**src/rtl/yfmt_pkg.sv**
```systemverilog
package yfmt_pkg;
  // Per-line operating mode, latched at line start.
  typedef struct packed {
    logic pack422;
    logic v_first;
    logic drop;
  } mode_t;

  localparam int unsigned NCHROMA = 2;  // index 0 = U, index 1 = V
endpackage

```
**src/rtl/yfmt_line_ctl.sv**
```systemverilog
// Tags each accepted pixel with its line-start flag, chroma phase and mode.
module yfmt_line_ctl
  import yfmt_pkg::*;
(
  input  logic  clk,
  input  logic  rst_n,
  input  logic  line_start,
  input  mode_t cfg_in,
  input  logic  acc,
  output logic  tag_sol,
  output logic  tag_odd,
  output mode_t tag_mode
);
  logic  sol_pend;
  mode_t pend_mode;
  mode_t act_mode;
  logic  next_odd;

  always_comb begin
    tag_sol = line_start | sol_pend;
    if (line_start)    tag_mode = cfg_in;
    else if (sol_pend) tag_mode = pend_mode;
    else               tag_mode = act_mode;
    tag_odd = tag_sol ? 1'b0 : next_odd;
  end

  always_ff @(posedge clk or negedge rst_n) begin
    if (!rst_n) begin
      sol_pend  <= 1'b0;
      pend_mode <= '0;
      act_mode  <= '0;
      next_odd  <= 1'b0;
    end else if (acc) begin
      sol_pend <= 1'b0;
      act_mode <= tag_mode;
      next_odd <= ~tag_odd;
    end else if (line_start) begin
      sol_pend  <= 1'b1;
      pend_mode <= cfg_in;
    end
  end
endmodule

```
**src/rtl/yfmt_window.sv**
```systemverilog
// One-pixel look-ahead window: holds the current pixel until its right
// neighbour arrives (or it is flagged end-of-line), and remembers the
// previous chroma for the left tap.
module yfmt_window
  import yfmt_pkg::*;
#(
  parameter int unsigned W = 8
) (
  input  logic                       clk,
  input  logic                       rst_n,
  input  logic                       s_valid,
  input  logic [W-1:0]               s_y,
  input  logic [NCHROMA-1:0][W-1:0]  s_c,
  input  logic                       s_eol,
  input  logic                       tag_sol,
  input  logic                       tag_odd,
  input  mode_t                      tag_mode,
  input  logic                       adv,
  output logic                       s_ready,
  output logic                       acc,
  output logic                       rel,
  output logic [W-1:0]               cur_y,
  output logic [NCHROMA-1:0][W-1:0]  cur_c,
  output logic [NCHROMA-1:0][W-1:0]  prv_c,
  output logic [NCHROMA-1:0][W-1:0]  nxt_c,
  output logic                       cur_odd,
  output mode_t                      cur_mode
);
  logic                      h_v;
  logic [W-1:0]              h_y;
  logic [NCHROMA-1:0][W-1:0] h_c;
  logic                      h_sol;
  logic                      h_last;
  logic                      h_odd;
  mode_t                     h_mode;
  logic [NCHROMA-1:0][W-1:0] p_c;

  assign s_ready = !h_v || adv;
  assign acc     = s_valid && s_ready;
  assign rel     = h_v && adv && (h_last || s_valid);

  assign cur_y    = h_y;
  assign cur_c    = h_c;
  assign cur_odd  = h_odd;
  assign cur_mode = h_mode;

  for (genvar g = 0; g < NCHROMA; g++) begin : g_taps
    assign prv_c[g] = h_sol  ? h_c[g] : p_c[g];
    assign nxt_c[g] = h_last ? h_c[g] : s_c[g];
  end

  always_ff @(posedge clk or negedge rst_n) begin
    if (!rst_n) begin
      h_v    <= 1'b0;
      h_y    <= '0;
      h_c    <= '0;
      h_sol  <= 1'b0;
      h_last <= 1'b0;
      h_odd  <= 1'b0;
      h_mode <= '0;
    end else if (acc) begin
      h_v    <= 1'b1;
      h_y    <= s_y;
      h_c    <= s_c;
      h_sol  <= tag_sol;
      h_last <= s_eol;
      h_odd  <= tag_odd;
      h_mode <= tag_mode;
    end else if (rel) begin
      h_v <= 1'b0;
    end
  end

  always_ff @(posedge clk or negedge rst_n) begin
    if (!rst_n)   p_c <= '0;
    else if (rel) p_c <= h_c;
  end

  // Checker state: phase of the last released pixel.
  logic seen_rel;
  logic last_rel_odd;
  always_ff @(posedge clk or negedge rst_n) begin
    if (!rst_n) begin
      seen_rel     <= 1'b0;
      last_rel_odd <= 1'b0;
    end else if (rel) begin
      seen_rel     <= 1'b1;
      last_rel_odd <= h_odd;
    end
  end

  // an accepted pixel is held in the window on the next cycle.
  a_r10_accept_lands: assert property (@(posedge clk) disable iff (!rst_n)
    acc |=> h_v);

  // pixels leave the window with alternating phase unless a line restarts.
  a_r6_phase_alternates: assert property (@(posedge clk) disable iff (!rst_n)
    rel && !h_sol && seen_rel |-> h_odd != last_rel_odd);

  // a line's first pixel always carries phase 0.
  a_r6_sol_even: assert property (@(posedge clk) disable iff (!rst_n)
    rel && h_sol |-> !h_odd);
endmodule

```
**src/rtl/yfmt_chroma.sv**
```systemverilog
// Per-component chroma decimation: [1,2,1]/4 with rounding, or pass-through.
module yfmt_chroma
  import yfmt_pkg::*;
#(
  parameter int unsigned W = 8
) (
  input  logic                      clk,
  input  logic                      rst_n,
  input  logic                      en,
  input  logic                      drop,
  input  logic [NCHROMA-1:0][W-1:0] prv_c,
  input  logic [NCHROMA-1:0][W-1:0] cur_c,
  input  logic [NCHROMA-1:0][W-1:0] nxt_c,
  output logic [NCHROMA-1:0][W-1:0] res_c
);
  localparam int unsigned SW = W + 2;

  for (genvar g = 0; g < NCHROMA; g++) begin : g_comp
    logic [SW-1:0] sum;
    logic [W-1:0]  lo;
    logic [W-1:0]  hi;

    always_comb begin
      sum = {2'b00, prv_c[g]} + {1'b0, cur_c[g], 1'b0} + {2'b00, nxt_c[g]} + SW'(2);
      res_c[g] = drop ? cur_c[g] : sum[SW-1:2];
    end

    always_comb begin
      lo = cur_c[g];
      hi = cur_c[g];
      if (prv_c[g] < lo) lo = prv_c[g];
      if (nxt_c[g] < lo) lo = nxt_c[g];
      if (prv_c[g] > hi) hi = prv_c[g];
      if (nxt_c[g] > hi) hi = nxt_c[g];
    end

    // a low-pass result never leaves the range of its taps.
    a_r7_within_taps: assert property (@(posedge clk) disable iff (!rst_n)
      en && !drop |-> (res_c[g] >= lo) && (res_c[g] <= hi));
  end
endmodule

```
**src/rtl/yfmt_out.sv**
```systemverilog
// Output stage: packs into 4:4:4 or 4:2:2 and holds under back-pressure.
module yfmt_out
  import yfmt_pkg::*;
#(
  parameter int unsigned W = 8
) (
  input  logic                      clk,
  input  logic                      rst_n,
  input  logic                      rel,
  input  logic [W-1:0]              cur_y,
  input  logic [NCHROMA-1:0][W-1:0] cur_c,
  input  logic [NCHROMA-1:0][W-1:0] dec_c,
  input  logic                      cur_odd,
  input  mode_t                     cur_mode,
  input  logic                      m_ready,
  output logic                      adv,
  output logic                      m_valid,
  output logic [W-1:0]              m_luma,
  output logic [W-1:0]              m_chroma_a,
  output logic [W-1:0]              m_chroma_b
);
  logic [W-1:0] stash;
  logic [W-1:0] first_c;
  logic [W-1:0] second_c;

  assign adv = !m_valid || m_ready;

  always_comb begin
    first_c  = cur_mode.v_first ? dec_c[1] : dec_c[0];
    second_c = cur_mode.v_first ? dec_c[0] : dec_c[1];
  end

  always_ff @(posedge clk or negedge rst_n) begin
    if (!rst_n) begin
      m_valid    <= 1'b0;
      m_luma     <= '0;
      m_chroma_a <= '0;
      m_chroma_b <= '0;
      stash      <= '0;
    end else if (adv) begin
      m_valid <= rel;
      if (rel) begin
        m_luma <= cur_y;
        if (!cur_mode.pack422) begin
          m_chroma_a <= cur_c[0];
          m_chroma_b <= cur_c[1];
        end else if (!cur_odd) begin
          m_chroma_a <= first_c;
          m_chroma_b <= '0;
          stash      <= second_c;
        end else begin
          m_chroma_a <= stash;
          m_chroma_b <= '0;
        end
      end
    end
  end

  // a stalled output beat keeps its valid and data.
  a_r10_hold_stable: assert property (@(posedge clk) disable iff (!rst_n)
    m_valid && !m_ready |=> m_valid && $stable(m_luma) && $stable(m_chroma_a)
                            && $stable(m_chroma_b));
endmodule

```
**src/rtl/yfmt_formatter.sv**
```systemverilog
module yfmt_formatter
  import yfmt_pkg::*;
#(
  parameter int unsigned W = 8
) (
  input  logic         clk,
  input  logic         rst_n,
  input  logic         cfg_422,
  input  logic         cfg_v_first,
  input  logic         cfg_drop,
  input  logic         line_start,
  input  logic         s_valid,
  output logic         s_ready,
  input  logic [W-1:0] s_y,
  input  logic [W-1:0] s_u,
  input  logic [W-1:0] s_v,
  input  logic         s_eol,
  output logic         m_valid,
  input  logic         m_ready,
  output logic [W-1:0] m_luma,
  output logic [W-1:0] m_chroma_a,
  output logic [W-1:0] m_chroma_b
);
  mode_t                     cfg_in;
  logic                      acc;
  logic                      rel;
  logic                      adv;
  logic                      tag_sol;
  logic                      tag_odd;
  mode_t                     tag_mode;
  logic [NCHROMA-1:0][W-1:0] s_c;
  logic [W-1:0]              cur_y;
  logic [NCHROMA-1:0][W-1:0] cur_c;
  logic [NCHROMA-1:0][W-1:0] prv_c;
  logic [NCHROMA-1:0][W-1:0] nxt_c;
  logic [NCHROMA-1:0][W-1:0] dec_c;
  logic                      cur_odd;
  mode_t                     cur_mode;

  assign cfg_in = '{pack422: cfg_422, v_first: cfg_v_first, drop: cfg_drop};
  assign s_c    = {s_v, s_u};

  yfmt_line_ctl u_line (
    .clk      (clk),
    .rst_n    (rst_n),
    .line_start(line_start),
    .cfg_in   (cfg_in),
    .acc      (acc),
    .tag_sol  (tag_sol),
    .tag_odd  (tag_odd),
    .tag_mode (tag_mode)
  );

  yfmt_window #(.W(W)) u_win (
    .clk      (clk),
    .rst_n    (rst_n),
    .s_valid  (s_valid),
    .s_y      (s_y),
    .s_c      (s_c),
    .s_eol    (s_eol),
    .tag_sol  (tag_sol),
    .tag_odd  (tag_odd),
    .tag_mode (tag_mode),
    .adv      (adv),
    .s_ready  (s_ready),
    .acc      (acc),
    .rel      (rel),
    .cur_y    (cur_y),
    .cur_c    (cur_c),
    .prv_c    (prv_c),
    .nxt_c    (nxt_c),
    .cur_odd  (cur_odd),
    .cur_mode (cur_mode)
  );

  yfmt_chroma #(.W(W)) u_chroma (
    .clk   (clk),
    .rst_n (rst_n),
    .en    (rel && cur_mode.pack422 && !cur_odd),
    .drop  (cur_mode.drop),
    .prv_c (prv_c),
    .cur_c (cur_c),
    .nxt_c (nxt_c),
    .res_c (dec_c)
  );

  yfmt_out #(.W(W)) u_out (
    .clk        (clk),
    .rst_n      (rst_n),
    .rel        (rel),
    .cur_y      (cur_y),
    .cur_c      (cur_c),
    .dec_c      (dec_c),
    .cur_odd    (cur_odd),
    .cur_mode   (cur_mode),
    .m_ready    (m_ready),
    .adv        (adv),
    .m_valid    (m_valid),
    .m_luma     (m_luma),
    .m_chroma_a (m_chroma_a),
    .m_chroma_b (m_chroma_b)
  );
endmodule

```
**config.mk**
```make
export PLATFORM = sky130hd
export DESIGN_NAME = yfmt_formatter
export DESIGN_NICKNAME = d
export VERILOG_FILES = /design/src/rtl/yfmt_pkg.sv /design/src/rtl/yfmt_line_ctl.sv /design/src/rtl/yfmt_window.sv /design/src/rtl/yfmt_chroma.sv /design/src/rtl/yfmt_out.sv /design/src/rtl/yfmt_formatter.sv
export SDC_FILE = /design/constraint.sdc
export NUM_CORES = 1
export LEC_CHECK = 0
export ABC_AREA = 1
export BUFFER_PORTS_ARGS = -buffer_cell sky130_fd_sc_hd__buf_2
export CORE_ASPECT_RATIO = 1.1
export CORE_MARGIN = 10
export CORE_UTILIZATION = 40
export CTS_BUF_LIST = sky130_fd_sc_hd__clkbuf_4 sky130_fd_sc_hd__clkbuf_8
export CTS_CLUSTER_SIZE = 28
export DETAILED_ROUTE_END_ITERATION = 8
export PLACE_DENSITY = 0.65
export SLEW_MARGIN = 20
export SYNTH_ARGS = -nofsm -noshare
export SYNTH_HDL_FRONTEND = slang
export SYNTH_SLANG_ARGS = --single-unit
```
**constraint.sdc**
```tcl
create_clock -name clk -period 2.9 [get_ports clk]
set_input_delay 0.145 -clock clk [delete_from_list [all_inputs] [get_ports clk]]
set_output_delay 0.145 -clock clk [all_outputs]
set_load 0.02 [all_outputs]
```
== Word level (Yosys, flattened, before mapping) ==
Index checks and enable logic that the tools add are counted.

* Add/subtract/negate cells: 6
* Multiplexer cells: 18
* Bitwise logic cells: 4
* Reductions and logical operators: 15

{| class="wikitable"
|+ Operators by type and width
! operator !! count
|-
| 8-bit 2-to-1 mux || 11
|-
| 10-bit by 2-bit adder with 10-bit output (second input constant) || 2
|-
| 10-bit by 8-bit adder with 10-bit output || 2
|-
| 8-bit by 9-bit adder with 10-bit output || 2
|-
| 3-bit 2-to-1 mux || 2
|-
| 2-bit AND reduction || 3
|-
| 2-bit nonzero test || 3
|-
| 1-bit 2-to-1 mux || 5
|-
| 4-bit AND reduction || 1
|-
| 1-bit logical AND || 3
|-
| 1-bit logical OR || 3
|-
| 1-bit NOT || 3
|-
| 1-bit zero test || 2
|-
| 1-bit OR || 1
|}

* Bits in registers: 85
* Input bits: 33
* Word-level logic and storage cells: 65

== Logic depth before layout (Yosys ltp) ==
Gate-level depths: netlist (run 1).

* Depth in word-level cells: 8
* Mapped depth: 19
* Depth with buffers taken out: 18

== Hierarchy ==
From an unflattened synthesis (run 1), not the netlist that was laid out.

* Cell total of the unflattened synthesis: 830
* Area total of the unflattened synthesis: 5716.7 um2

{| class="wikitable"
|+ Modules (own cells, without submodules)
! module !! instances !! cells each !! area each (um2) !! sequential area each (um2)
|-
| yfmt_window || 1 || 312 || 2293.4 || 1176.1
|-
| yfmt_out || 1 || 246 || 1739.2 || 825.8
|-
| yfmt_chroma || 1 || 219 || 1278.7 || 0.0
|-
| yfmt_line_ctl || 1 || 51 || 395.4 || 200.2
|-
| yfmt_formatter || 1 || 2 || 10.0 || 0.0
|}

== Worst setup path after synthesis (run 1) ==
Ideal clock, no wire load.

* Kind: register to register
* From: reg u_win.h_last
* To: reg u_out.m_chroma_a[3]
* Setup time: 116 ps
* Data arrival time: 2692 ps
* Data required time: 2784 ps
* Setup slack: 92 ps
* Stages on the path, launching flop included: 17
* Path buffers: 2
* Period minus slack after synthesis: 2808 ps
* Cells stage by stage: dfrtp_1 > clkbuf_1 > clkbuf_1 > nand2_1 > o21ai_0 > fa_1 > ha_1 > a21oi_1 > nor2_1 > nor2_1 > nand3_1 > nand3_1 > nand3_1 > nand3_1 > nand2_1 > nand2_1 > nand2_1

* Longest elaborated chain between the ends: 7
* Elaborated cells between the ends (all ways): 14

{| class="wikitable"
|+ Ends and longest elaborated chain
! what !! line !! RTL
|-
| start: declaration || yfmt_window.sv:33 || <nowiki>logic h_last;</nowiki>
|-
| start signal: assignment || yfmt_window.sv:66 || <nowiki>h_last <= s_eol;</nowiki>
|-
| 8-bit 2-to-1 mux || yfmt_window.sv:49 || <nowiki>assign nxt_c[g] = h_last ? h_c[g] : s_c[g];</nowiki>
|-
| 10-bit by 8-bit adder with 10-bit output || yfmt_chroma.sv:24 || <nowiki>sum = {2'b00, prv_c[g]} + {1'b0, cur_c[g], 1'b0} + {2'b00, nxt_c[g]} + SW'(2);</nowiki>
|-
| 10-bit by 2-bit adder with 10-bit output || yfmt_chroma.sv:24 ||
|-
| 8-bit 2-to-1 mux || yfmt_chroma.sv:25 || <nowiki>res_c[g] = drop ? cur_c[g] : sum[SW-1:2];</nowiki>
|-
| 8-bit 2-to-1 mux || yfmt_out.sv:29 || <nowiki>first_c = cur_mode.v_first ? dec_c[1] : dec_c[0];</nowiki>
|-
| 8-bit 2-to-1 mux || yfmt_out.sv:47 || <nowiki>end else if (!cur_odd) begin</nowiki>
|-
| 8-bit 2-to-1 mux || yfmt_out.sv:44 || <nowiki>if (!cur_mode.pack422) begin</nowiki>
|-
| end signal: assignment || yfmt_out.sv:45 || <nowiki>m_chroma_a <= cur_c[0];</nowiki>
|-
| end signal: assignment || yfmt_out.sv:48 || <nowiki>m_chroma_a <= first_c;</nowiki>
|-
| end signal: assignment || yfmt_out.sv:52 || <nowiki>m_chroma_a <= stash;</nowiki>
|-
| end: declaration || yfmt_out.sv:19 || <nowiki>output logic [W-1:0] m_chroma_a,</nowiki>
|}

Several ways; a longest one is shown, not always the timed one.
A chain may end at the register's enable or synchronous reset.

== Worst setup path in the final report (run 1) ==
* From: reg u_win.h_sol
* To: reg u_out.m_chroma_a[3]

* Longest elaborated chain between the ends: 8
* Elaborated cells between the ends (all ways): 13

{| class="wikitable"
|+ Ends and longest elaborated chain
! what !! line !! RTL
|-
| start: declaration || yfmt_window.sv:32 || <nowiki>logic h_sol;</nowiki>
|-
| start signal: assignment || yfmt_window.sv:65 || <nowiki>h_sol <= tag_sol;</nowiki>
|-
| 8-bit 2-to-1 mux || yfmt_window.sv:48 || <nowiki>assign prv_c[g] = h_sol ? h_c[g] : p_c[g];</nowiki>
|-
| 8-bit by 9-bit adder with 10-bit output || yfmt_chroma.sv:24 ||
|-
| 10-bit by 8-bit adder with 10-bit output || yfmt_chroma.sv:24 ||
|-
| 10-bit by 2-bit adder with 10-bit output || yfmt_chroma.sv:24 ||
|-
| 8-bit 2-to-1 mux || yfmt_chroma.sv:25 ||
|-
| 8-bit 2-to-1 mux (*) || yfmt_out.sv:29 ||
|-
| 8-bit 2-to-1 mux (*) || yfmt_out.sv:47 ||
|-
| 8-bit 2-to-1 mux (*) || yfmt_out.sv:44 ||
|}

Mark *: on every way between the ends. The rest lies on a longest branch, timed or not.

==> results_dict.tcl, run 1 <==
set metrics [dict create \
    worstSetupPathType "reg -> reg" \
    first_global_vias 4575 \
    boundaryPins 59 \
    route.antenna.remaining_nets 0 \
    post-synth-top-count-cell "nand2_1" \
    seq_power_share 0.248 \
    core_area_sq_um 12500 \
    yosysSeqAreaShare 0.418 \
    power.internal_mw 3.89 \
    floorplan.initialDensity 0.406 \
    worst_hold_startpoint "s_v[0]" \
    cts.htree.levels 3 \
    synth.yosys.warnings 0 \
    worst_ir_drop_vdd_uv 554 \
    worst_skew_pair.late_latency_ns 0.39 \
    grt_overflow_total 0 \
    gp_congestion 0.946 \
    grt_first_pass_wirelength_um 23200 \
    cts.clk_slew.worst_paths_ns 0.10 \
    die-width_um 128 \
    post_cts.repair.setup_buffers 0 \
    combPwrFrac 0.635 \
    cp-end-kind "flop" \
    routed_wirelength_um 14000 \
    routed-via-count 4618 \
    finalCritPeriodShare 0.948 \
    path_max_fanout 31 \
    asyncSetResetFlopFracSynth 1.00 \
    antennaDiodeCount 0 \
    min_path_type "in -> reg" \
    fin_hold_ws_ns 0.0299 \
    synth_edf_count 0 \
    global_route.usage.total 0.161 \
    antenna_found_initial 0 \
    post-route-drc-count 0 \
    worstSetupStartpointType "flop" \
    switching_share 0.507 \
    floorplan.rows 43 \
    net_load_switching_power_mw 4.01 \
    synth_cells 673 \
    timing_max_transition_violations_final 0 \
    drt-vias-per-instance 5.12 \
    drt-initial-drc-count 322 \
    timing.max_slew.rel_slack 0.494 \
    post-dp-hpwl_um 10100 \
    total_nets_final 803 \
    worst_slew_pin_slew_ns 0.758 \
    clock_power_share 0.117 \
    synthFlopType "dfrtp_1" \
    critical_path_required_ns 3.18 \
    syn_to_final_growth_pct 18.3 \
    netlist_area_sq_um 5090 \
    synth.largest_area_cell "dfrtp_1" \
    place.port_buffers 58 \
    maximum_root_to_sink_buffer_count 2 \
    clock_sinks 85 \
    critPathArrivalTime_ns 3.03 \
    die_h_um 138 \
    unrepaired_setup_endpoints_after_global_routing "yes" \
    grt_max_degree 45 \
    startpoint "u_win.h_sol" \
    synthTopCellsByArea "dfrtp_1 42%, nand2_1 14%, o21ai_0 11%" \
    power.static_leakage_nw 3.05 \
    drt_first_pass_iters 5 \
    cts-buffers-inserted 9 \
    worst_r2r_startpoint "u_win.h_sol" \
    clockRootBuffer "clkbuf_8" \
    yosys.area.top_type_share 0.418 \
    status "completed" \
    final_hold_viol_count 0 \
    synth.net_count 736 \
    fmax_ghz 0.364 \
    totalNegativeSetupSlack_ns 0 \
    wl_per_cell_um 15.5 \
    synth.ff_latch_count 85 \
    period_minus_slack_ns 2.75 \
    synth_top_cells_by_count "193 x nand2_1, 108 x o21ai_0, 85 x dfrtp_1, 85 x inv_1, 58 x nand3_1" \
    yosysUniqueCellTypes 36 \
    clock_tree_from_tritoncts "built" \
    design.die.area_sq_um 17600 \
    timing.final.setup_violations 0 \
    syn_area_per_cell_sq_um 7.56 \
    power-per-cell-area_nw_per_um2 1310 \
    skew_ns 0.0150 \
    cap_violations 0 \
    final_layout_size_suffix_gt1_frac 0.160 \
]
==> repair_timing <==
| item | CTS | global route |
|---|---|---|
| setup endpoints to repair | 7 | 14 |
| hold buffers | 15 | 0 |
| hold endpoints to repair | 55 | 0 |
| gates cloned | 0 | 0 |
| resized for setup | 3 | 36 |
==> sequential cells by signal (all words and copies together) (netlist names) <==
signal / cells
u_win.cur_odd: 1
u_line.next_odd: 1
u_win.cur_y: 8
u_line.pend_mode: 3
u_win.h_v: 1
u_win.cur_c: 16
u_win.p_c: 16
u_out.m_chroma_b: 8
u_win.h_last: 1
u_out.m_luma: 8
u_win.h_sol: 1
u_win.cur_mode: 3
u_out.stash: 8
u_out.m_valid: 1
u_out.m_chroma_a: 8
u_line.sol_pend: 1
==> power by group through the flow <==
stage               Clock [mW]  Combinational (mW)  Sequential (mW)
finish                   0.925                5.02             1.96
global route              1.00                5.71             2.02
CTS                      0.956                4.76             1.96
detailed placement           0                4.71             1.98
global placement             0                4.68             1.97
floorplan                    0                3.29             2.09
==> worst paths after layout <==
kind	slack, ns	endpoint	cells past startpoint
setup / recovery	0.15	u_out.m_chroma_a[3]	14
hold / removal	0.03	u_win.cur_c[8]	3
setup reg to reg	0.15	u_out.m_chroma_a[3]	14
hold reg to reg	0.48	u_out.m_chroma_a[1]	2
max in group asynchronous	1.97	u_win.cur_y[2]	3
min in group asynchronous	0.27	u_out.m_luma[5]	2
==> cells in the final DEF, fill, tap and decap left out, drive strengths merged, types with 12 or more instances in the layout <==
cell type,netlist,routed
dlygate4sd3,0,15
nor2,22,22
o21ai,113,113
nand2,199,199
a21oi,17,17
inv,88,91
nand3,59,59
dfrtp,85,85
buf,8,67
fa,12,12
ha,18,18
==> per-stage QoR <==
step                      total power [mW]  instances  cell area (sq um)   util  worst slack [ns]
final                                 7.90        902               6020  0.480             0.150
after global routing                  8.73        902               6020  0.480          -0.00887
after CTS                             7.67        902               5940  0.474           0.00512
after detailed placement              6.69        871               5570  0.444            -0.108
after global placement                6.66        871               5570  0.444            -0.103
after floorplan                       5.38        673               5090      -            0.0919
==> area by class of cell <==
| cell class | count | area, sq um |
|---|---|---|
| inverters | 90 | 338 |
| well taps | 157 | 196 |
| repair buffers | 82 | 548 |
| clock inverters | 7 | 92.6 |
| multi-input cells | 472 | 2590 |
| clock buffers | 9 | 124 |
| fillers | 1238 | 6520 |
| flip-flops and latches | 85 | 2130 |
==> cell families (layout without fill, tap and decap cells) <==
group,Yosys count,after routing,synth area share
AND/OR/NAND/NOR,290,290,0.239
AO/OA/AOI/OAI,149,149,0.156
buffers and inverters,116,188,0.0891
flip-flops,85,85,0.418
adder cells (fa/ha/maj),30,30,0.0915
multiplexers,2,2,0.00443
XOR/XNOR,1,1,0.00172
==> layer usage <==
metal / track usage / share of wire / wire [um] / vias up
met5: 0 / 0 / 0 / -
met4: 0.0570 / 0.021 / 288 / 0
met3: 0.0333 / 0.040 / 564 / 25
met2: 0.262 / 0.48 / 6730 / 87
met1: 0.206 / 0.46 / 6430 / 2195
li1: - / - / - / 2311
==> critical path, cell delays in order, from the launching register on <==
cell,delay (ns)
dfrtp_1,0.41
buf_12,0.17
o21ai_0,0.20
fa_1,0.45
ha_1,0.35
a21oi_2,0.20
nor2_1,0.06
nor2_1,0.12
nand3_1,0.09
nand3_1,0.13
nand3_1,0.10
nand3_1,0.12
nand2_1,0.06
nand2_1,0.09
nand2_1,0.06
(Power assumes the default switching activity.)
==> run 2: changes to the inputs <==
Settings changed: ABC_AREA 1 to unset.
==> results_dict.tcl, run 2 <==
set metrics [dict create \
    synthTopCellsByArea "dfrtp_1 42%, nand2_1 14%, mux2_2 6.4%" \
    worst_slew_pin_slew_ns 1.00 \
    drt_first_pass_iters 4 \
    fmax_ghz 0.330 \
    leading_cell_type_in_the_layout_fill_and_taps_excluded "nand2_1" \
    critPathArrivalTime_ns 3.29 \
    grt_first_pass_wirelength_um 23000 \
    wl_per_cell_um 16.3 \
    timing.final.setup_violations 11 \
    cts-buffers-inserted 9 \
    clock_tree_from_tritoncts "built" \
    worst_ir_drop_vdd_uv 665 \
    total_nets_final 748 \
    maximum_root_to_sink_buffer_count 2 \
    routed-via-count 4436 \
    worstSetupStartpointType "flop" \
    yosys.area.top_type_share 0.416 \
    clock_sinks 85 \
    power-per-cell-area_nw_per_um2 1290 \
    violations "negative setup slack" \
    gp_congestion 0.895 \
    asyncSetResetFlopFracSynth 1.00 \
    place.port_buffers 58 \
    cts.clk_slew.worst_paths_ns 0.09 \
    timing.max_slew.rel_slack 0.331 \
    skew_ns 0.00720 \
    cap_violations 0 \
    synth_edf_count 0 \
    min_path_type "in -> reg" \
    first_global_vias 4484 \
    post-dp-hpwl_um 10100 \
    clockRootBuffer "clkbuf_8" \
    floorplan.rows 43 \
    syn_area_per_cell_sq_um 8.93 \
    antennaDiodeCount 0 \
    post-route-drc-count 0 \
    die_h_um 139 \
    final_hold_viol_count 0 \
    status "complete, but fails checks" \
    synth_cells 572 \
    die-width_um 128 \
    yosysSeqAreaShare 0.416 \
    core_area_sq_um 12500 \
    timing_max_transition_violations_final 0 \
    final_cell_mix "189 x nand2_1, 85 x dfrtp_1, 57 x buf_2" \
    design.die.area_sq_um 17700 \
    synth.net_count 635 \
    synth.yosys.warnings 0 \
    routed_wirelength_um 13800 \
    cts.htree.levels 3 \
    post-synth-top-count-cell "nand2_1" \
    synth.ff_latch_count 85 \
    cp-end-kind "flop" \
    timing.final.ws_setup_ns -0.126 \
    synth.largest_area_cell "dfrtp_1" \
    grt_max_degree 31 \
    post-place-ws_ns -0.216 \
    unrepaired_setup_endpoints_after_global_routing "yes" \
    placedCellCount 805 \
    yosysUniqueCellTypes 56 \
    global_route.usage.total 0.159 \
    path_max_fanout 5 \
    worstSetupPathType "reg -> reg" \
    drt-vias-per-instance 5.24 \
    finalNonFillerCells 847 \
    finalCritPeriodShare 1.04 \
    syn_to_final_growth_pct 26.1 \
    antenna_found_initial 0 \
    final_layout_size_suffix_gt1_frac 0.259 \
    synthFlopType "dfrtp_1" \
    route.antenna.remaining_nets 0 \
    worst_skew_pair.late_latency_ns 0.38 \
    period_minus_slack_ns 3.03 \
    drt-initial-drc-count 269 \
    boundaryPins 59 \
    critical_path_required_ns 3.16 \
    power.static_leakage_nw 3.15 \
    grt_overflow_total 0 \
    netlist_area_sq_um 5110 \
    floorplan.initialDensity 0.408 \
    synth_top_cells_by_count "190 x nand2_1, 85 x dfrtp_1, 29 x mux2_2" \
]
-- run 2: cell types whose count changed after synthesis, sizes merged, moves of 5 or more --
cell / previous run / this run
clkbuf: 18 / 23
inv: 88 / 8
mux2: 2 / 31
mux2i: 0 / 11
nand2: 199 / 190
nand2b: 0 / 9
nand3: 59 / 15
nand3b: 0 / 11
nor2b: 0 / 5
o21ai: 113 / 24
o31ai: 0 / 5
-- run 2: cell families (layout without fill, tap and decap cells) --
group                    count (synthesis)  count (layout)  share of synthesized area
XOR/XNOR                                 2               2                    0.00343
flip-flops                              85              85                      0.416
AND/OR/NAND/NOR                        280             280                      0.239
adder cells (fa/ha/maj)                 30              30                     0.0911
AO/OA/AOI/OAI                           93              93                      0.127
buffers and inverters                   40             158                     0.0316
multiplexers                            42              42                     0.0914
-- run 2: layout make-up --
class | count | area, sq um
Clock buffer | 11 | 145
Clock inverter | 5 | 36.3
Fill cell | 1174 | 6100
Inverter | 8 | 30.0
Multi-Input combinational cell | 447 | 2970
Sequential cell | 85 | 2130
Tap cell | 157 | 196
Timing Repair Buffer | 134 | 937
-- run 2: through the flow --
stage / TNS (ns) / hold WS, ns / utilization / total power, mW / area (sq um)
finish: -0.872 / 0.0203 / 0.514 / 8.33 / 6440
global route: -2.14 / 0.00601 / 0.514 / 9.09 / 6440
CTS: -0.870 / 0.000898 / 0.510 / 8.22 / 6400
detailed placement: -1.33 / 0.103 / 0.469 / 7.11 / 5880
global placement: -0.515 / 0.0989 / 0.469 / 6.93 / 5880
floorplan: -0.361 / -0.151 / - / 5.44 / 5170
-- run 2: what timing repair did --
action                                  in CTS  in global routing
hold buffers                                25                  0
pin swaps                                   15                  4
endpoints found under the setup margin      13                 14
gates resized for setup                     19                  8
endpoints found under the hold margin       51                  0
buffers inserted                             1                  1
-- run 2: layer usage --
| layer | up-vias | share of wire | track usage |
|---|---|---|---|
| li1 | 2189 | - | - |
| met1 | 2142 | 0.46 | 0.208 |
| met4 | 0 | 0.020 | 0.0623 |
| met3 | 19 | 0.044 | 0.0291 |
| met2 | 86 | 0.48 | 0.252 |
| met5 | - | 0 | 0 |
-- run 2: worst paths after layout --
kind | from | end | slack, ns | cells after the start
min in group asynchronous | rst_n | u_win.cur_c[1] | 0.23 | 2
worst min register to register | u_out.m_chroma_b[2] | u_out.m_chroma_b[2] | 0.47 | 2
worst min-delay path | cfg_v_first | u_line.pend_mode[1] | 0.02 | 2
worst max register to register | u_win.h_last | u_out.stash[7] | -0.13 | 10
max in group asynchronous | rst_n | u_out.m_luma[2] | 1.93 | 3
worst max-delay path | u_win.h_last | u_out.stash[7] | -0.13 | 10
-- run 2: worst max-delay path, stage by stage (launching register included) --
cell and delay (ns):
dfrtp_1 0.40, buf_6 0.14, mux2_4 0.30, fa_1 0.54, ha_4 0.21, and3_4 0.17
a22o_4 0.27, o21a_1 0.20, o31a_1 0.32, o311ai_1 0.25, nand3_1 0.11
-- run 2: power breakdown --
part           internal [mW]  leakage, nW  switching [mW]
registers               1.63         1.05           0.416
clock network          0.344       0.0850           0.457
logic                   2.60         2.02            2.89
